**src/rtl/nic_csr_pkg.sv**
```systemverilog
package nic_csr_pkg;
  // control/status word bit positions (software decodes them)
  localparam int BIT_INIT = 0;
  localparam int BIT_STRT = 1;
  localparam int BIT_STOP = 2;
  localparam int BIT_IENA = 6;
  localparam int BIT_INTR = 7;
  localparam int ST_LO    = 8;   // first sticky status bit
  localparam int ST_N     = 7;   // sticky status bits 8..14
  localparam int MSK_N    = 5;   // maskable status bits 8..12
  localparam int IDX_MAIN = 0;
  localparam int IDX_MASK = 3;
  localparam int IDX_MODE = 15;

  typedef struct packed {
    logic wrMain;
    logic wrMask;
    logic wrMode;
    logic wrPtr;
    logic stopHit;
    logic startHit;
    logic initHit;
    logic clrRxTx;
  } csrCtl_t;
endpackage

```
**src/rtl/nic_csr_ctrl.sv**
```systemverilog
module nic_csr_ctrl
  import nic_csr_pkg::*;
#(
  parameter int ADDR_W     = 5,
  parameter int DATA_W     = 16,
  parameter int RAP_W      = 7,
  parameter int PTR_OFFS   = 'h14,
  parameter int DATA_OFFS  = 'h10,
  parameter int CLR_PERIOD = 3
) (
  input  logic              clk,
  input  logic              rstN,
  input  logic              busWrEn,
  input  logic [ADDR_W-1:0] busAddr,
  input  logic [DATA_W-1:0] busWrData,
  input  logic [RAP_W-1:0]  rapQ,
  input  logic              stoppedQ,
  output csrCtl_t           ctl,
  output logic              startStrobe,
  output logic              stopStrobe,
  output logic              initStrobe
);
  localparam int CNT_W = (CLR_PERIOD > 1) ? $clog2(CLR_PERIOD) : 1;
  localparam logic [CNT_W-1:0] CNT_LAST = CNT_W'(CLR_PERIOD - 1);

  logic [CNT_W-1:0] clrCnt;
  logic dataWr, nonStopWr;

  always_comb begin
    dataWr       = busWrEn && (busAddr == ADDR_W'(DATA_OFFS));
    ctl          = '0;
    ctl.wrPtr    = busWrEn && (busAddr == ADDR_W'(PTR_OFFS));
    ctl.wrMain   = dataWr && (rapQ == RAP_W'(IDX_MAIN));
    ctl.wrMask   = dataWr && (rapQ == RAP_W'(IDX_MASK));
    ctl.wrMode   = dataWr && (rapQ == RAP_W'(IDX_MODE));
    ctl.stopHit  = ctl.wrMain && busWrData[BIT_STOP];
    nonStopWr    = ctl.wrMain && !busWrData[BIT_STOP];
    ctl.clrRxTx  = nonStopWr && (clrCnt == CNT_LAST);
    ctl.startHit = nonStopWr && busWrData[BIT_STRT] && stoppedQ;
    ctl.initHit  = nonStopWr && busWrData[BIT_INIT];
  end

  always_ff @(posedge clk) begin
    if (!rstN) begin
      clrCnt      <= '0;
      startStrobe <= 1'b0;
      stopStrobe  <= 1'b0;
      initStrobe  <= 1'b0;
    end else begin
      if (nonStopWr) clrCnt <= (clrCnt == CNT_LAST) ? '0 : clrCnt + 1'b1;
      startStrobe <= ctl.startHit;
      stopStrobe  <= ctl.stopHit;
      initStrobe  <= ctl.initHit;
    end
  end
endmodule

```
**src/rtl/nic_csr_datapath.sv**
```systemverilog
module nic_csr_datapath
  import nic_csr_pkg::*;
#(
  parameter int ADDR_W    = 5,
  parameter int DATA_W    = 16,
  parameter int RAP_W     = 7,
  parameter int PTR_OFFS  = 'h14,
  parameter int DATA_OFFS = 'h10
) (
  input  logic              clk,
  input  logic              rstN,
  input  csrCtl_t           ctl,
  input  logic [ADDR_W-1:0] busAddr,
  input  logic [DATA_W-1:0] busWrData,
  input  logic              rxDone,
  input  logic              txDone,
  input  logic              initDone,
  input  logic [3:0]        errEvt,
  input  logic              frameAddrMatch,
  output logic [RAP_W-1:0]  rapQ,
  output logic              stoppedQ,
  output logic [DATA_W-1:0] mainView,
  output logic [DATA_W-1:0] busRdData,
  output logic              irqOut,
  output logic              frameAccept
);
  // status index 0..6 = IDON, TINT, RINT, MERR, MISS, CERR, BABL
  localparam logic [ST_N-1:0] ALWAYS_CLR = 7'b1111001;
  localparam logic [ST_N-1:0] RXTX_CLR   = 7'b0000110;

  logic [ST_N-1:0]  stQ, stN, evSet, w1c;
  logic [MSK_N-1:0] maskQ;
  logic promQ, ienaQ, rxOnQ, txOnQ, intrQ, intrN;
  logic [DATA_W-1:0] selData;

  always_comb begin
    evSet = {errEvt, rxDone, txDone, initDone};
    w1c   = ALWAYS_CLR | (ctl.clrRxTx ? RXTX_CLR : '0);
    w1c   = ctl.wrMain ? (w1c & busWrData[ST_LO +: ST_N]) : '0;
    stN   = (stQ & ~w1c) | evSet;
    intrN = |(stN[MSK_N-1:0] & ~maskQ);
  end

  always_ff @(posedge clk) begin
    if (!rstN) begin
      rapQ <= '0; maskQ <= '0; promQ <= 1'b0;
      stQ <= '0; ienaQ <= 1'b0; rxOnQ <= 1'b0; txOnQ <= 1'b0;
      stoppedQ <= 1'b1; intrQ <= 1'b0;
    end else begin
      if (ctl.wrPtr)  rapQ  <= busWrData[RAP_W-1:0];
      if (ctl.wrMask) maskQ <= busWrData[ST_LO +: MSK_N];
      if (ctl.wrMode) promQ <= busWrData[DATA_W-1];
      if (ctl.stopHit) begin
        stQ <= '0; ienaQ <= 1'b0; rxOnQ <= 1'b0; txOnQ <= 1'b0;
        stoppedQ <= 1'b1; intrQ <= 1'b0;
      end else begin
        stQ <= stN;
        if (ctl.wrMain) ienaQ <= busWrData[BIT_IENA];
        if (ctl.startHit) begin
          stoppedQ <= 1'b0; rxOnQ <= 1'b1; txOnQ <= 1'b1;
        end
        if (ctl.wrMain || (|evSet)) intrQ <= intrN;
      end
    end
  end

  always_comb begin
    mainView = {|stQ[ST_N-1:3], stQ, intrQ, ienaQ, rxOnQ, txOnQ, 1'b0, stoppedQ, 2'b00};
    unique case (rapQ)
      RAP_W'(IDX_MAIN): selData = mainView;
      RAP_W'(IDX_MASK): selData = DATA_W'({maskQ, 8'h00});
      RAP_W'(IDX_MODE): selData = {promQ, {(DATA_W-1){1'b0}}};
      default:          selData = '0;
    endcase
    if (busAddr == ADDR_W'(PTR_OFFS))       busRdData = DATA_W'(rapQ);
    else if (busAddr == ADDR_W'(DATA_OFFS)) busRdData = selData;
    else                                    busRdData = '0;
    irqOut      = intrQ && ienaQ;
    frameAccept = promQ || frameAddrMatch;
  end
endmodule

```
**src/rtl/nic_csr_regs.sv**
```systemverilog
module nic_csr_regs
  import nic_csr_pkg::*;
#(
  parameter int ADDR_W     = 5,
  parameter int DATA_W     = 16,
  parameter int RAP_W      = 7,
  parameter int PTR_OFFS   = 'h14,
  parameter int DATA_OFFS  = 'h10,
  parameter int CLR_PERIOD = 3
) (
  input  logic              clk,
  input  logic              rstN,
  input  logic              busWrEn,
  input  logic [ADDR_W-1:0] busAddr,
  input  logic [DATA_W-1:0] busWrData,
  output logic [DATA_W-1:0] busRdData,
  input  logic              rxDone,
  input  logic              txDone,
  input  logic              initDone,
  input  logic [3:0]        errEvt,
  input  logic              frameAddrMatch,
  output logic              irqOut,
  output logic              frameAccept,
  output logic              startStrobe,
  output logic              stopStrobe,
  output logic              initStrobe
);
  csrCtl_t ctl;
  logic [RAP_W-1:0]  rapQ;
  logic              stoppedQ;
  logic [DATA_W-1:0] mainView;

  nic_csr_ctrl #(
    .ADDR_W(ADDR_W), .DATA_W(DATA_W), .RAP_W(RAP_W),
    .PTR_OFFS(PTR_OFFS), .DATA_OFFS(DATA_OFFS), .CLR_PERIOD(CLR_PERIOD)
  ) u_ctrl (
    .clk(clk), .rstN(rstN), .busWrEn(busWrEn), .busAddr(busAddr),
    .busWrData(busWrData), .rapQ(rapQ), .stoppedQ(stoppedQ), .ctl(ctl),
    .startStrobe(startStrobe), .stopStrobe(stopStrobe), .initStrobe(initStrobe)
  );

  nic_csr_datapath #(
    .ADDR_W(ADDR_W), .DATA_W(DATA_W), .RAP_W(RAP_W),
    .PTR_OFFS(PTR_OFFS), .DATA_OFFS(DATA_OFFS)
  ) u_dp (
    .clk(clk), .rstN(rstN), .ctl(ctl), .busAddr(busAddr), .busWrData(busWrData),
    .rxDone(rxDone), .txDone(txDone), .initDone(initDone), .errEvt(errEvt),
    .frameAddrMatch(frameAddrMatch), .rapQ(rapQ), .stoppedQ(stoppedQ),
    .mainView(mainView), .busRdData(busRdData), .irqOut(irqOut),
    .frameAccept(frameAccept)
  );
endmodule

```
**config.mk**
```make
export PLATFORM = sky130hd
export DESIGN_NAME = nic_csr_regs
export DESIGN_NICKNAME = d
export VERILOG_FILES = /design/src/rtl/nic_csr_pkg.sv /design/src/rtl/nic_csr_ctrl.sv /design/src/rtl/nic_csr_datapath.sv /design/src/rtl/nic_csr_regs.sv
export SDC_FILE = /design/constraint.sdc
export NUM_CORES = 1
export LEC_CHECK = 0
export BUFFER_PORTS_ARGS = -buffer_cell sky130_fd_sc_hd__buf_2
export CAP_MARGIN = 15
export CORE_MARGIN = 2
export CORE_UTILIZATION = 44
export DETAILED_ROUTE_END_ITERATION = 7
export GPL_ROUTABILITY_DRIVEN = 0
export PLACE_DENSITY = 0.74
export SYNTH_ARGS = -nofsm -noshare
export SYNTH_HDL_FRONTEND = slang
export SYNTH_SLANG_ARGS = --single-unit
```
**constraint.sdc**
```tcl
create_clock -name clk -period 2.1 [get_ports clk]
set_input_delay 0.21 -clock clk [delete_from_list [all_inputs] [get_ports clk]]
set_output_delay 0.21 -clock clk [all_outputs]
set_load 0.02 [all_outputs]
```
# [Word level (Yosys, flattened, before mapping)]
# Index checks and enable logic that the tools add are counted.
[op_classes] mux=6 addsub=1 n_reduce_logical=20 bitwise=7 n_eq_ne=5
[ops] op="case mux 16 bit (3 select lines)" count=1
[ops] op="2-to-1 mux 16 bit" count=2
[ops] op="bitwise AND 7 bit" count=2
[ops] op="logical AND 1 bit" count=12
[ops] op="equality test 5 bit, second input constant" count=2
[ops] op="equality test 7 x 2 -> 1 bit, second input constant" count=1
[ops] op="equality test 7 x 4 -> 1 bit, second input constant" count=1
[ops] op="logical NOT 7 bit" count=1
[ops] op="2-to-1 mux 7 bit" count=1
[ops] op="inverter 7 bit" count=1
[ops] op="OR 7 bit" count=1
[ops] op="OR reduction 7 bit" count=1
[ops] op="bitwise AND 5 bit" count=1
[ops] op="inverter 5 bit" count=1
[ops] op="OR reduction 5 bit" count=1
[ops] op="OR reduction 4 bit" count=1
[ops] op="2-to-1 mux 3 bit" count=1
[ops] op="adder 2 x 1 -> 2 bit, second input constant" count=1
[ops] op="equality test 2 bit, second input constant" count=1
[ops] op="logical OR 1 bit" count=2
[ops] op="2-to-1 mux 2 bit" count=1
[ops] op="OR reduction 2 bit" count=1
[ops] op="logical NOT 1 bit" count=1
[ops] op="inverter 1 bit" count=1
[word_totals] out_inout_bits=21 wordCells=51 register_bits=29

# [Depth between registers and ports, before layout]
[logic_depth] ltp_word=13 mapped_depth=6 mapped_depth_nobuf=5

# [Cells and area by module]
# From an unflattened synthesis, not the netlist that was laid out.
[unflattened] cells_unflattened=179 area_unflattened_um2=1521.5
[by_module_without_submodules] module="nic_csr_datapath" cells_per_inst=143 n_inst=1 area_each_um2=1224.9
[by_module_without_submodules] module="nic_csr_ctrl" cells_per_inst=36 n_inst=1 area_each_um2=296.5

# [Least setup slack after synthesis]
# Ideal clock, no wire load.
[synth_timing] path_kind="reg2reg" start="register u_dp.rapQ[1]" end="register u_dp.intrQ" t_arrival_ns=2.177 setup_time_ns=0.129 required_time_ns=1.971 path_stages_with_launch=7 setup_slack_ns=-0.206 path_buffers=1 path_cell_list="dfxtp_1 > or4_1 > clkbuf_2 > or4_4 > or3_4 > a2111oi_4 > a211oi_1"
[synth_via] elab_chain_len=12 elab_cells_between_ends=15 classes_between="mux (2); bitwise (5); reduce/logical (8)"
[synth_rtl] item="start, declared" line_no="nic_csr_datapath.sv:20" text="output logic [RAP_W-1:0] rapQ,"
[synth_rtl] item="start signal, assigned" line_no="nic_csr_datapath.sv:50" text="if (ctl.wrPtr) rapQ <= busWrData[RAP_W-1:0];"
[synth_rtl] item="logical NOT 7 bit *" line_no="nic_csr_ctrl.sv:33" text="ctl.wrMain = dataWr && (rapQ == RAP_W'(IDX_MAIN));"
[synth_rtl] item="logical AND 1 bit *" line_no="nic_csr_ctrl.sv:33"
[synth_rtl] item="logical AND 1 bit" line_no="nic_csr_ctrl.sv:37" text="nonStopWr = ctl.wrMain && !busWrData[BIT_STOP];"
[synth_rtl] item="logical AND 1 bit" line_no="nic_csr_ctrl.sv:38" text="ctl.clrRxTx = nonStopWr && (clrCnt == CNT_LAST);"
[synth_rtl] item="2-to-1 mux 3 bit" line_no="nic_csr_datapath.sv:38" text="w1c = ALWAYS_CLR | (ctl.clrRxTx ? RXTX_CLR : '0);"
[synth_rtl] item="bitwise AND 7 bit" line_no="nic_csr_datapath.sv:39" text="w1c = ctl.wrMain ? (w1c & busWrData[ST_LO +: ST_N]) : '0;"
[synth_rtl] item="2-to-1 mux 7 bit" line_no="nic_csr_datapath.sv:39"
[synth_rtl] item="inverter 7 bit" line_no="nic_csr_datapath.sv:40" text="stN = (stQ & ~w1c) | evSet;"
[synth_rtl] item="bitwise AND 7 bit" line_no="nic_csr_datapath.sv:40"
[synth_rtl] item="OR 7 bit" line_no="nic_csr_datapath.sv:40"
[synth_rtl] item="bitwise AND 5 bit" line_no="nic_csr_datapath.sv:41" text="intrN = |(stN[MSK_N-1:0] & ~maskQ);"
[synth_rtl] item="OR reduction 5 bit" line_no="nic_csr_datapath.sv:41"
[synth_rtl] item="end signal, assigned" line_no="nic_csr_datapath.sv:62" text="if (ctl.wrMain || (|evSet)) intrQ <= intrN;"
[synth_rtl] item="end, declared" line_no="nic_csr_datapath.sv:33" text="logic promQ, ienaQ, rxOnQ, txOnQ, intrQ, intrN;"
# Every way passes the cells marked *; elsewhere a longest branch is shown, timed or not.
# A chain may end at the register's enable or synchronous reset.

# [Worst setup path in the final report]
[layout_timing] start="register u_dp.rapQ[1]" end="output port busRdData[15]"
[layout_via] elab_chain_len=4 elab_cells_between_ends=6 classes_between="eq/ne (2); mux (3); reduce/logical (1)"
[layout_rtl] item="equality test 7 x 4 -> 1 bit, or another cell as far along" line_no="nic_csr_datapath.sv:69" text="unique case (rapQ)"
[layout_rtl] item="case mux 16 bit (3 select lines) *" line_no="nic_csr_datapath.sv:69"
[layout_rtl] item="2-to-1 mux 16 bit *" line_no="nic_csr_datapath.sv:76" text="else if (busAddr == ADDR_W'(DATA_OFFS)) busRdData = selData;"
[layout_rtl] item="2-to-1 mux 16 bit *" line_no="nic_csr_datapath.sv:75" text="if (busAddr == ADDR_W'(PTR_OFFS)) busRdData = DATA_W'(rapQ);"
[layout_rtl] item="end, declared" line_no="nic_csr_regs.sv:16" text="output logic [DATA_W-1:0] busRdData,"
# Marks and branches as above.

==> reports/qor.csv <==
stage,metric,value,unit
global_routing,grtUsageTotal,23.52,%
timing,rsz0062_at_grt,true,
detailed_routing,drt_iter0_drc,83,
die,row_count,21,
synth,yosysTopAreaCell,dfxtp_1,
critical_path,start_kind,flop,
critical_path,cp_slowest_stage_delay,0.54,ns
timing,relSlewSlack,67.44,%
synth,yosys.area.top_type_share,38.06,%
critical_path,r2r_setup_slack,-0.12,ns
flow_run,maxCapViolCount,0,
clocking,cts_buffers,5,
hold_path,worstHoldPathCells,3,
power,switching_share,26.15,%
final_layout,num-nets-final,298,
critical_path,crit_path_top_delay_cell,or4_4,
detailed_routing,post_drt_via_cell_ratio,5.478,
timing,min_period,2.242,ns
clocking,clkLatencyLatePin,0.34,ns
clocking,cts_tree,done,
power,p_switching,279.3,uW
critical_path,critPathCaptureType,output port,
final_layout,insertedDiodeCount,0,
hold_path,holdPathEnd,u_dp.stQ[5],
critical_path,worst_r2r_startpoint,u_dp.rapQ[1],
synth,synth_common_cells,"nand2_1 (31), dfxtp_1 (29), nor2_1 (19)",
final_layout,area_delta_synth_final,41.51,%
clocking,clock-root-buffer,clkbuf_4,
placed_design,port_buffers,51,
power,power_frac_comb,13.3,%
timing,finalHoldViolCount,0,
timing,slew_violations,0,
detailed_routing,drcViolationCount,0,
synth,async_reset_ff_share,0,%
synth,synth-seq-area-share,38.06,%
global_routing,grt_pass1_wl,7210,um
power,p_per_area,494.7,nW/um^2
final_layout,drive_above_1_share,38.72,%
power,leakage,0.9077,nW
hold_path,min_path_type,in -> reg,
timing,worst_pin_slew,0.4880,ns
timing,setup_ws,-0.1421,ns
placed_design,place_hpwl,3128,um
critical_path,cp.buffers_inverters,3,
power,pwr-share-clk,32.9,%
synth,ys_top_cells_by_area,"dfxtp_1 (38%), nand2_1 (7.6%), a21boi_0 (7.4%)",
clocking,cts_max_path_buffers,2,
synth,synth.most_common_cell,nand2_1,
timing,setup-violations-final,11,
final_layout,final_area,2158,um^2
power,ir_worst_vdd,0.3232,mV
synth,ys.flop_type,dfxtp_1,
die,dieArea,3953,um^2
clocking,numClockSinks,29,
synth,synth_area,1525,um^2
synth,synth_warnings,0,
synth,ys_ff_latch,29,
die,die_y,62.88,um
detailed_routing,drtPass1Iterations,4,
detailed_routing,ant_nets,0,
synth,yosysUniqueCellTypes,41,
global_routing,grt_pass1_vias,1592,
power,seqPwrFrac,53.8,%
global_routing,antenna_found_initial,0,
critical_path,crit_path_max_fanout,8,
critical_path,crit_family,simple AND/OR/NAND/NOR gates,
die,start_util,45.71,%
timing,skew,0.007620,ns
critical_path,cp.required,1.89,ns
die,core,3337,um^2
placed_design,place_area,1968,um^2
clocking,path_clk_slew,0.09,ns
power,internal_power,788.5,uW
detailed_routing,wl_per_cell,14.22,um
die,pin_count,53,
synth,synth.avg_cell_area,7.944,um^2
global_routing,grt_overflow_total,0,
synth,synth_nets,224,
die,die_x,62.88,um
critical_path,cpMostUsedCell,buf_4,
status,violations,negative setup slack,
status,status,finished with violations,
critical_path,r2r_cells,5,
critical_path,critPathKind,reg -> out,
timing,max_freq,446.0,MHz
critical_path,arrival,2.03,ns
critical_path,reg2reg_to,u_dp.intrQ,
detailed_routing,wl,4437,um
global_routing,grt_max_degree,22,
critical_path,path_cells,or4_4 -> buf_6 -> nor2_1 -> buf_4 -> o41ai_2 -> a21oi_1 -> buf_4,
critical_path,crit_start,u_dp.rapQ[1],
hold_path,hold_start,errEvt[2],
timing,finalCritPeriodShare,106.8,%
clocking,cts_max_level,2,
synth,synth_edf_count,0,
synth,synth_cells,192,
detailed_routing,vias,1709,
power,finalPower,1.068,mW
-- cell usage in the layout (no fill, tap or decap), types with 3 or more instances in the layout --
cell,netlist,final
a21oi_1,8,8
o21ai_0,7,4
nand3_1,15,15
clkbuf_4,0,5
a21boi_0,15,15
buf_6,0,7
and3_1,3,3
and2_1,8,7
inv_1,4,4
buf_2,0,38
dfxtp_1,29,29
buf_4,0,31
a22oi_1,5,4
nand2_1,31,31
nor2_1,19,19
a22o_1,3,3
-- power groups by stage --
stage,clock (mW),sequential (mW),combinational [mW]
floorplan,0,0.582,0.0648
global placement,0,0.585,0.131
detailed placement,0,0.585,0.132
CTS,0.351,0.573,0.139
global route,0.377,0.576,0.156
finish,0.352,0.574,0.142
-- final cells by class --
type | count | area, um^2
Fill cell | 301 | 1179
Multi-Input combinational cell | 150 | 948.4
Sequential cell | 29 | 580.6
Timing Repair Buffer | 76 | 501.7
Tap cell | 46 | 57.56
Clock buffer | 7 | 55.05
Inverter | 4 | 15.01
-- worst reg2reg max path, cell delays in order (launching register included) --
cell	delay, ns
dfxtp_1	0.32
or4_4	0.54
or4_4	0.45
or3_4	0.40
a2111oi_4	0.29
a211oi_1	0.12
-- worst max path at each step --
| stage | end | slack (ns) | cells after the start |
|---|---|---|---|
| 3_3_place_gp | u_dp.intrQ | -0.13 | 5 |
| 6_report | busRdData[15] | -0.14 | 7 |
| 5_1_grt | busRdData[15] | -0.25 | 7 |
| 3_5_place_dp | u_dp.intrQ | -0.14 | 5 |
| 4_1_cts | u_dp.intrQ | -0.13 | 5 |
| 2_1_floorplan | u_dp.intrQ | -0.20 | 6 |
-- routing by layer --
metal	vias to the layer above	part of all wire, %	track usage (%)
met1	778	43	29.34
met4	0	1.9	8.611
met2	76	48	38.70
met3	13	6.7	6.306
li1	842	-	-
met5	-	0	0
-- state kept, by name (all words and copies together) (netlist names) --
| signal | count |
|---|---|
| u_dp.rapQ | 7 |
| u_dp.maskQ | 5 |
| u_ctrl.initStrobe | 1 |
| u_dp.rxOnQ | 1 |
| u_dp.stoppedQ | 1 |
| u_ctrl.startStrobe | 1 |
| u_dp.intrQ | 1 |
| u_dp.stQ | 7 |
| u_dp.ienaQ | 1 |
| u_dp.promQ | 1 |
| u_ctrl.clrCnt | 2 |
| u_ctrl.stopStrobe | 1 |
-- stage by stage --
step                worst slack, ns  TNS (ns)  util (%)  std cells  hold slack [ns]
global placement            -0.1282   -0.4010     58.98        302           0.4407
floorplan                   -0.2008   -0.3101         -        192           0.3274
detailed placement          -0.1449   -0.4601     58.98        302           0.4462
finish                      -0.1421   -0.6338     64.68        312          0.09786
global route                -0.2482    -2.195     64.68        312           0.1135
CTS                         -0.1299   -0.6601     63.44        312          0.09782
-- kinds of logic after synthesis --
kind of cell    share of synthesized area [%]
compound gates                          24.53
buf+inv                                 3.281
flops                                   38.06
simple gates                            34.13
-- repair_timing --
action,4_1_cts,5_1_grt
endpoints found under the setup margin,17,18
hold buffers,0,0
pin swaps,5,4
cloned,0,0
setup buffers,3,0
gates resized for setup,21,13
No activity file was read; power rests on OpenSTA's default activity.
